`src/rtl/clkdiv_pkg.sv`:
```
package clkdiv_pkg;
  localparam int NDOM  = 6;
  localparam int EXPW  = 2;
  localparam int REGW  = 16;
  localparam int CNTW  = 3;
  localparam int SPARE_LO = NDOM * EXPW;

  typedef enum logic [2:0] {
    DOM_CORE = 3'd0,
    DOM_PER  = 3'd1,
    DOM_DSP  = 3'd2,
    DOM_MMU  = 3'd3,
    DOM_TC   = 3'd4,
    DOM_LCD  = 3'd5
  } dom_e;
endpackage

```
`src/rtl/clkdiv_expsel.sv`:
```
module clkdiv_expsel
  import clkdiv_pkg::*;
#(
  parameter int RW = 32
) (
  input  logic [RW-1:0]   parent_i,
  input  logic [RW-1:0]   target_i,
  output logic [EXPW-1:0] exp_o,
  output logic            ok_o
);
  localparam int NEXP = 1 << EXPW;

  always_comb begin
    exp_o = '0;
    ok_o  = 1'b0;
    for (int e = NEXP - 1; e >= 0; e--) begin
      if ((parent_i >> e) <= target_i) begin
        exp_o = EXPW'(e);
        ok_o  = 1'b1;
      end
    end
  end
endmodule

```
`src/rtl/clkdiv_legalise.sv`:
```
module clkdiv_legalise
  import clkdiv_pkg::*;
(
  input  logic [REGW-1:0] word_i,
  output logic [REGW-1:0] word_o
);
  logic [EXPW:0] e_core, e_per, e_dsp, e_mmu, e_tc, e_lcd;

  always_comb begin
    e_core = {1'b0, word_i[EXPW*DOM_CORE +: EXPW]};
    e_per  = {1'b0, word_i[EXPW*DOM_PER  +: EXPW]};
    e_dsp  = {1'b0, word_i[EXPW*DOM_DSP  +: EXPW]};
    e_mmu  = {1'b0, word_i[EXPW*DOM_MMU  +: EXPW]};
    e_tc   = {1'b0, word_i[EXPW*DOM_TC   +: EXPW]};
    e_lcd  = {1'b0, word_i[EXPW*DOM_LCD  +: EXPW]};
    // fixed order: MMU window, TC floors, then followers
    if (e_mmu < e_dsp)         e_mmu = e_dsp;
    if (e_mmu > e_dsp + 3'd1)  e_mmu = e_dsp + 3'd1;
    if (e_tc < e_core)         e_tc  = e_core;
    if (e_tc < e_mmu)          e_tc  = e_mmu;
    if (e_tc > e_lcd)          e_lcd = e_tc;
    if (e_tc > e_per)          e_per = e_tc;
    word_o = word_i;
    word_o[EXPW*DOM_CORE +: EXPW] = e_core[EXPW-1:0];
    word_o[EXPW*DOM_PER  +: EXPW] = e_per[EXPW-1:0];
    word_o[EXPW*DOM_DSP  +: EXPW] = e_dsp[EXPW-1:0];
    word_o[EXPW*DOM_MMU  +: EXPW] = e_mmu[EXPW-1:0];
    word_o[EXPW*DOM_TC   +: EXPW] = e_tc[EXPW-1:0];
    word_o[EXPW*DOM_LCD  +: EXPW] = e_lcd[EXPW-1:0];
  end
endmodule

```
`src/rtl/clkdiv_domain.sv`:
```
module clkdiv_domain
  import clkdiv_pkg::*;
#(
  parameter int RW = 32
) (
  input  logic            clk,
  input  logic            rst_n,
  input  logic [RW-1:0]   parent_i,
  input  logic [EXPW-1:0] exp_i,
  input  logic            gate_i,
  input  logic [CNTW-1:0] tick_i,
  output logic [RW-1:0]   rate_o,
  output logic            upd_o,
  output logic            en_o
);
  logic [RW-1:0]   rate_d;
  logic            upd_d;
  logic [CNTW-1:0] mask;

  always_comb begin
    rate_d = parent_i >> exp_i;
    upd_d  = (rate_d != rate_o);
    mask   = (CNTW'(1) << exp_i) - CNTW'(1);
    en_o   = gate_i && ((tick_i & mask) == '0);
  end

  always_ff @(posedge clk or negedge rst_n) begin
    if (!rst_n) begin
      rate_o <= '0;
      upd_o  <= 1'b0;
    end else begin
      rate_o <= rate_d;
      upd_o  <= upd_d;
    end
  end


  upd_changes_chk: assert property (@(posedge clk) disable iff (!rst_n)
    upd_o |-> (rate_o != $past(rate_o)));


  gate_off_chk: assert property (@(posedge clk) disable iff (!rst_n)
    !gate_i |-> !en_o);
endmodule

```
`src/rtl/clkdiv_bank.sv`:
```
module clkdiv_bank
  import clkdiv_pkg::*;
#(
  parameter int              RW        = 32,
  parameter logic [REGW-1:0] RESET_VAL = 16'h0000
) (
  input  logic               clk,
  input  logic               rst_n,
  input  logic               rate_req,
  input  logic [2:0]         rate_dom,
  input  logic [RW-1:0]      rate_target,
  input  logic               raw_wr,
  input  logic [REGW-1:0]    raw_data,
  input  logic [RW-1:0]      parent_rate,
  input  logic [NDOM-1:0]    gate_en,
  output logic [REGW-1:0]    ctrl_word,
  output logic               req_err,
  output logic [NDOM*RW-1:0] dom_rate,
  output logic [NDOM-1:0]    rate_upd,
  output logic [NDOM-1:0]    clk_en
);
  logic [1:0]      rst_sync;
  logic            rst_ni;
  logic [REGW-1:0] ctrl_q, ctrl_d, base, merged, legal;
  logic            err_d, sel_ok, dom_ok, refuse;
  logic [EXPW-1:0] sel_exp;
  logic [CNTW-1:0] tick_q;

  always_ff @(posedge clk or negedge rst_n) begin
    if (!rst_n) rst_sync <= 2'b00;
    else        rst_sync <= {rst_sync[0], 1'b1};
  end
  assign rst_ni = rst_sync[1];

  clkdiv_expsel #(.RW(RW)) u_sel (
    .parent_i (parent_rate),
    .target_i (rate_target),
    .exp_o    (sel_exp),
    .ok_o     (sel_ok)
  );

  clkdiv_legalise u_leg (
    .word_i (merged),
    .word_o (legal)
  );

  always_comb begin
    dom_ok = (rate_dom < 3'(NDOM));
    refuse = rate_req && !(sel_ok && dom_ok);
    base   = raw_wr ? raw_data : ctrl_q;
    merged = base;
    if (rate_req) begin
      for (int i = 0; i < NDOM; i++) begin
        if (rate_dom == 3'(i)) merged[EXPW*i +: EXPW] = sel_exp;
      end
    end
    if (refuse)                  ctrl_d = ctrl_q;
    else if (rate_req || raw_wr) ctrl_d = legal;
    else                         ctrl_d = ctrl_q;
    err_d = refuse;
  end

  always_ff @(posedge clk or negedge rst_ni) begin
    if (!rst_ni) begin
      ctrl_q  <= RESET_VAL;
      req_err <= 1'b0;
      tick_q  <= '0;
    end else begin
      ctrl_q  <= ctrl_d;
      req_err <= err_d;
      tick_q  <= tick_q + CNTW'(1);
    end
  end

  assign ctrl_word = ctrl_q;

  genvar g;
  generate
    for (g = 0; g < NDOM; g++) begin : g_dom
      clkdiv_domain #(.RW(RW)) u_dom (
        .clk      (clk),
        .rst_n    (rst_ni),
        .parent_i (parent_rate),
        .exp_i    (ctrl_q[EXPW*g +: EXPW]),
        .gate_i   (gate_en[g]),
        .tick_i   (tick_q),
        .rate_o   (dom_rate[RW*g +: RW]),
        .upd_o    (rate_upd[g]),
        .en_o     (clk_en[g])
      );
    end
  endgenerate


  refuse_hold_chk: assert property (@(posedge clk) disable iff (!rst_ni)
    req_err |-> (ctrl_q == $past(ctrl_q)));


  err_cause_chk: assert property (@(posedge clk) disable iff (!rst_ni)
    req_err |-> $past(rate_req));


  idle_stable_chk: assert property (@(posedge clk) disable iff (!rst_ni)
    (!rate_req && !raw_wr) |=> $stable(ctrl_q));


  mmu_window_chk: assert property (@(posedge clk) disable iff (!rst_ni)
    (ctrl_q[EXPW*DOM_MMU +: EXPW] >= ctrl_q[EXPW*DOM_DSP +: EXPW]) &&
    ({1'b0, ctrl_q[EXPW*DOM_MMU +: EXPW]} <= {1'b0, ctrl_q[EXPW*DOM_DSP +: EXPW]} + 3'd1));


  tc_floor_chk: assert property (@(posedge clk) disable iff (!rst_ni)
    (ctrl_q[EXPW*DOM_TC +: EXPW] >= ctrl_q[EXPW*DOM_CORE +: EXPW]) &&
    (ctrl_q[EXPW*DOM_TC +: EXPW] >= ctrl_q[EXPW*DOM_MMU +: EXPW]));


  follower_chk: assert property (@(posedge clk) disable iff (!rst_ni)
    (ctrl_q[EXPW*DOM_PER +: EXPW] >= ctrl_q[EXPW*DOM_TC +: EXPW]) &&
    (ctrl_q[EXPW*DOM_LCD +: EXPW] >= ctrl_q[EXPW*DOM_TC +: EXPW]));


  spare_keep_chk: assert property (@(posedge clk) disable iff (!rst_ni)
    (!raw_wr) |=> $stable(ctrl_q[REGW-1:SPARE_LO]));
endmodule

```
`config.mk`:
```
export PLATFORM = sky130hd
export DESIGN_NAME = clkdiv_bank
export DESIGN_NICKNAME = d
export VERILOG_FILES = /design/src/rtl/clkdiv_pkg.sv /design/src/rtl/clkdiv_expsel.sv /design/src/rtl/clkdiv_legalise.sv /design/src/rtl/clkdiv_domain.sv /design/src/rtl/clkdiv_bank.sv
export SDC_FILE = /design/constraint.sdc
export NUM_CORES = 1
export LEC_CHECK = 0
export BUFFER_PORTS_ARGS = -buffer_cell sky130_fd_sc_hd__buf_2
export CAP_MARGIN = 10
export CORE_UTILIZATION = 30
export CTS_CLUSTER_DIAMETER = 120
export CTS_CLUSTER_SIZE = 14
export DETAILED_ROUTE_END_ITERATION = 10
export GPL_TIMING_DRIVEN = 0
export HOLD_SLACK_MARGIN = 0.06
export PLACE_DENSITY_LB_ADDON = 0.08
export SLEW_MARGIN = 20
export SYNTH_ARGS = -nofsm -noshare
export SYNTH_HDL_FRONTEND = slang
export SYNTH_SLANG_ARGS = --single-unit
```
`constraint.sdc`:
```
create_clock -name clk -period 8.9 [get_ports clk]
set_clock_uncertainty 0.15 [all_clocks]
set_input_delay 0.445 -clock clk [delete_from_list [all_inputs] [get_ports clk]]
set_output_delay 0.445 -clock clk [all_outputs]
set_load 0.01 [all_outputs]
```
==> key figures <==
Outcome
  – Outcome: completed

Job
  – Max-cap violations: 0

Clocking
  – Post-CTS Setup Bufs: 0
  – CTS buffer count: 19
  – CTS root buf: clkbuf_16
  – CTS max path bufs: 3
  – CTS H-tree depth: 1
  – CTS tree: done
  – PostCTS Resize Cnt: 0
  – Clk slew on worst S/H paths: ~0.07 ns
  – # clock sinks: between 200 and 250
  – Worst-Skew Late Latency: 0.51 ns

Finish
  – Final cell count without fillers: 2468
  – Area Growth Syn to Fin: 18.9%
  – Fraction of layout cells with a size suffix above 1: 28.6%
  – Fin nets: 1998

Setup path
  – Worst R2R End: ctrl_word[2]$_DFFE_PN0P_
  – Worst R2R Path Depth: 27
  – WP buf/inv: 6
  – Crit path max fanout: 10
  – Crit path capture type: flop
  – Worst endpoint required time: ~9.2 ns
  – FF-to-FF Start: ctrl_word[5]$_DFFE_PN0P_
  – Setup CP Type: in2reg
  – Worst Path Arrival: 8.08 ns
  – R2R Setup Slk: 1.77 ns
  – Critical Path Max Stage Delay: roughly 0.65 ns
  – Delay-heaviest family, CP: compound AO/OA/AOI/OAI gates
  – CP max stage cell: clkbuf_1
  – CP Launch Type: input pin

Placed design
  – Placed Instances: roughly 2400
  – GPL Wtd Cong: 0.888
  – Port Buffers: 312
  – Hpwl dp: between 50000 and 60000 um

Power
  – Leak pwr: 8.35 nW
  – Comb pwr share: around 57%
  – Pint: 3.24 mW
  – Psw: 2.62 mW
  – Switching portion of total power: 44.7%
  – Final Power: 5.87 mW
  – Power per standard cell area: slightly above 300 nW/um^2
  – Register share of total power: 30.3%
  – Clock power frac: 12.8%
  – Max IR drop VDD: 0.135 mV

Die
  – IO Count: 314
  – Row count: 85
  – Die width: 235 um
  – Initial Util: 30.3%
  – Die ar.: ~55000 sq um
  – Core area: 53700 sq um
  – Die Height: 235 um

Timing
  – Pins Over Slew Limit: 0
  – Tcrit/Tclk final: 88.0%
  – RSZ-0062 raised after global routing: no
  – Slew @ Worst Pin: ~1.1 ns
  – FMAX: 128 MHz
  – Final setup vio count: 0
  – Final hold violation count: 0
  – Min Tclk post-route: 7.83 ns
  – Max_slew headroom: about 24%

Global route
  – GRT Total Usage: around 25%
  – GRT Residual Overflow: 0
  – Largest net degree at the start of global routing: 51
  – Global-route wire length before repair: 99400 um
  – Vias in the first global route: 14300
  – Antenna violations before repair: 1

Logic synthesis
  – Syn Area/Cell: about 11 sq um
  – Post-synth EDFFs: 0
  – Syn Inst Count: 1428
  – Library cells used by synthesis: 67
  – Synth Net Count: 1656
  – Sequential area share after synthesis: 33.8%
  – Synth async-reset ratio: between 90% and 100%
  – Main synth FF type: dfrtp_1
  – Post-Synthesis Cell Area: 16300 sq um
  – Ys Warns: 0
  – Register bit total from synthesis: 220

Drt
  – Drt initial violations: 1148
  – Vias per inst: about 5.6
  – Drt drc: 0
  – DRT Pass-1 Iters: 5
  – Antenna viol nets, final: 0
  – Routed length per instance: between 20 and 30 um
  – Drt total wl: 69000 um
  – Vias post-DR: roughly 14000

Worst hold path
  – Type of the worst min-delay path: in2async
## cells by family (layout without fill, tap and decap cells)
logic type / count (synthesis) / count (layout) / share of synthesized area, %
DFF: 220 / 220 / 33.8
adders and majority gates: 135 / 135 / 10.4
buffers and inverters: 178 / 521 / 4.44
xor gates and xnor gates: 193 / 193 / 10.4
and+or+nand+nor: 273 / 273 / 9.46
other: 1 / 2 / 0.0230
AOI/OAI and AO/OA: 194 / 194 / 7.73
muxes: 234 / 234 / 23.8
## how the worst max path moves through the flow
stage | start | end | slack (ns) | cells after the start
floorplan | rst_sync[1]$_DFF_PN0_ | ctrl_word[0]$_DFFE_PN0P_ | 2.17 | 0
global placement | rst_sync[1]$_DFF_PN0_ | g_dom[3].u_dom.rate_o[20]$_DFF_PN0_ | -0.91 | 0
detailed placement | parent_rate[2] | ctrl_word[2]$_DFFE_PN0P_ | 0.65 | 35
CTS | parent_rate[2] | ctrl_word[2]$_DFFE_PN0P_ | 1.21 | 35
global route | parent_rate[2] | ctrl_word[10]$_DFFE_PN0P_ | 0.65 | 35
finish | parent_rate[2] | ctrl_word[2]$_DFFE_PN0P_ | 1.07 | 35
## stage by stage
step	setup slack, ns	setup TNS [ns]	util (%)	hold WS (ns)	instance area, sq um
after floorplan	2.17	0	-	-0.000591	16300
after global placement	-0.911	-191.18	34.8	0.0816	18700
after detailed placement	0.653	0	35.0	0.0830	18800
after CTS	1.21	0	36.0	0.0672	19300
after global routing	0.648	0	36.0	0.0893	19300
final	1.07	0	36.0	0.0910	19300
## layout make-up
type / count / area (sq um)
diodes: 1 / 2.50
plain buffers: 124 / 519
clock buffers: 21 / 483
clock inverters: 1 / 5.00
fillers: 5353 / 34400
inverters: 54 / 203
multi-input cells: 1030 / 10000
flip-flops and latches: 220 / 5510
well taps: 696 / 871
repair buffers: 321 / 1710
## per-layer routing
layer / routed length [um] / track usage (%) / vias up / share of wire [%]
met4: 2640 / 9.37 / 0 / 3.8
met5: 0 / 0 / - / 0
met2: 32200 / 40.1 / 659 / 47
met3: 4810 / 3.96 / 151 / 7.0
li1: - / - / 5980 / -
met1: 29300 / 32.9 / 6926 / 42
## placed cells by master, fill, tap and decap left out, types with 54 or more instances in the layout
master / count
buf_2: 319
dfrtp_1: 219
ha_1: 135
xnor2_1: 129
mux4_2: 121
mux2i_1: 104
clkbuf_1: 86
a21oi_1: 71
xor2_1: 64
nand4_1: 59
nand2_1: 56
inv_1: 54
## power by group through the flow
stage | sequential (mW) | clock [mW] | combinational, mW
2_1_floorplan | 1.87 | 0 | 2.01
3_3_place_gp | 1.82 | 0 | 3.30
3_5_place_dp | 1.81 | 0 | 3.34
4_1_cts | 1.79 | 0.789 | 3.36
5_1_grt | 1.82 | 0.820 | 3.59
6_report | 1.77 | 0.752 | 3.34
## synth_stat cells, types with 3 or more instances
library cell | number | area share, %
dfrtp_1 | 220 | 34
ha_1 | 135 | 10
xnor2_1 | 129 | 6.9
mux4_2 | 121 | 17
mux2i_1 | 104 | 6.4
clkbuf_1 | 84 | 1.9
a21oi_1 | 71 | 2.2
xor2_1 | 64 | 3.4
nand4_1 | 59 | 2.3
nand2_1 | 56 | 1.3
inv_1 | 54 | 1.2
nor2_1 | 34 | 0.78
o21ai_0 | 34 | 1.0
a211oi_1 | 24 | 1.1
nor2b_1 | 23 | 0.88
nor4_1 | 23 | 0.88
buf_1 | 21 | 0.48
nand3_1 | 20 | 0.61
nor3_1 | 13 | 0.40
buf_4 | 12 | 0.55
a21o_1 | 10 | 0.46
o211ai_1 | 9 | 0.42
mux2_2 | 8 | 0.55
o21ai_1 | 8 | 0.25
and2_1 | 7 | 0.27
buf_2 | 7 | 0.22
nor3b_1 | 7 | 0.32
nand2b_1 | 6 | 0.23
nand3b_1 | 6 | 0.28
a221oi_1 | 4 | 0.22
or3_1 | 4 | 0.15
a21oi_2 | 3 | 0.16
o21bai_1 | 3 | 0.14
## what timing repair did
action | in CTS | in global routing
setup endpoints to repair | 0 | 0
hold endpoints to repair | 6 | 0
hold buffers | 5 | 0
## registers in the layout, indices dropped and copies added (netlist names)
register and count:
req_err 1, ctrl_word 16, g_dom.u_dom.upd_o 6, rst_sync 2
tick_q 3, g_dom.u_dom.rate_o 192
(Power assumes the default switching activity.)
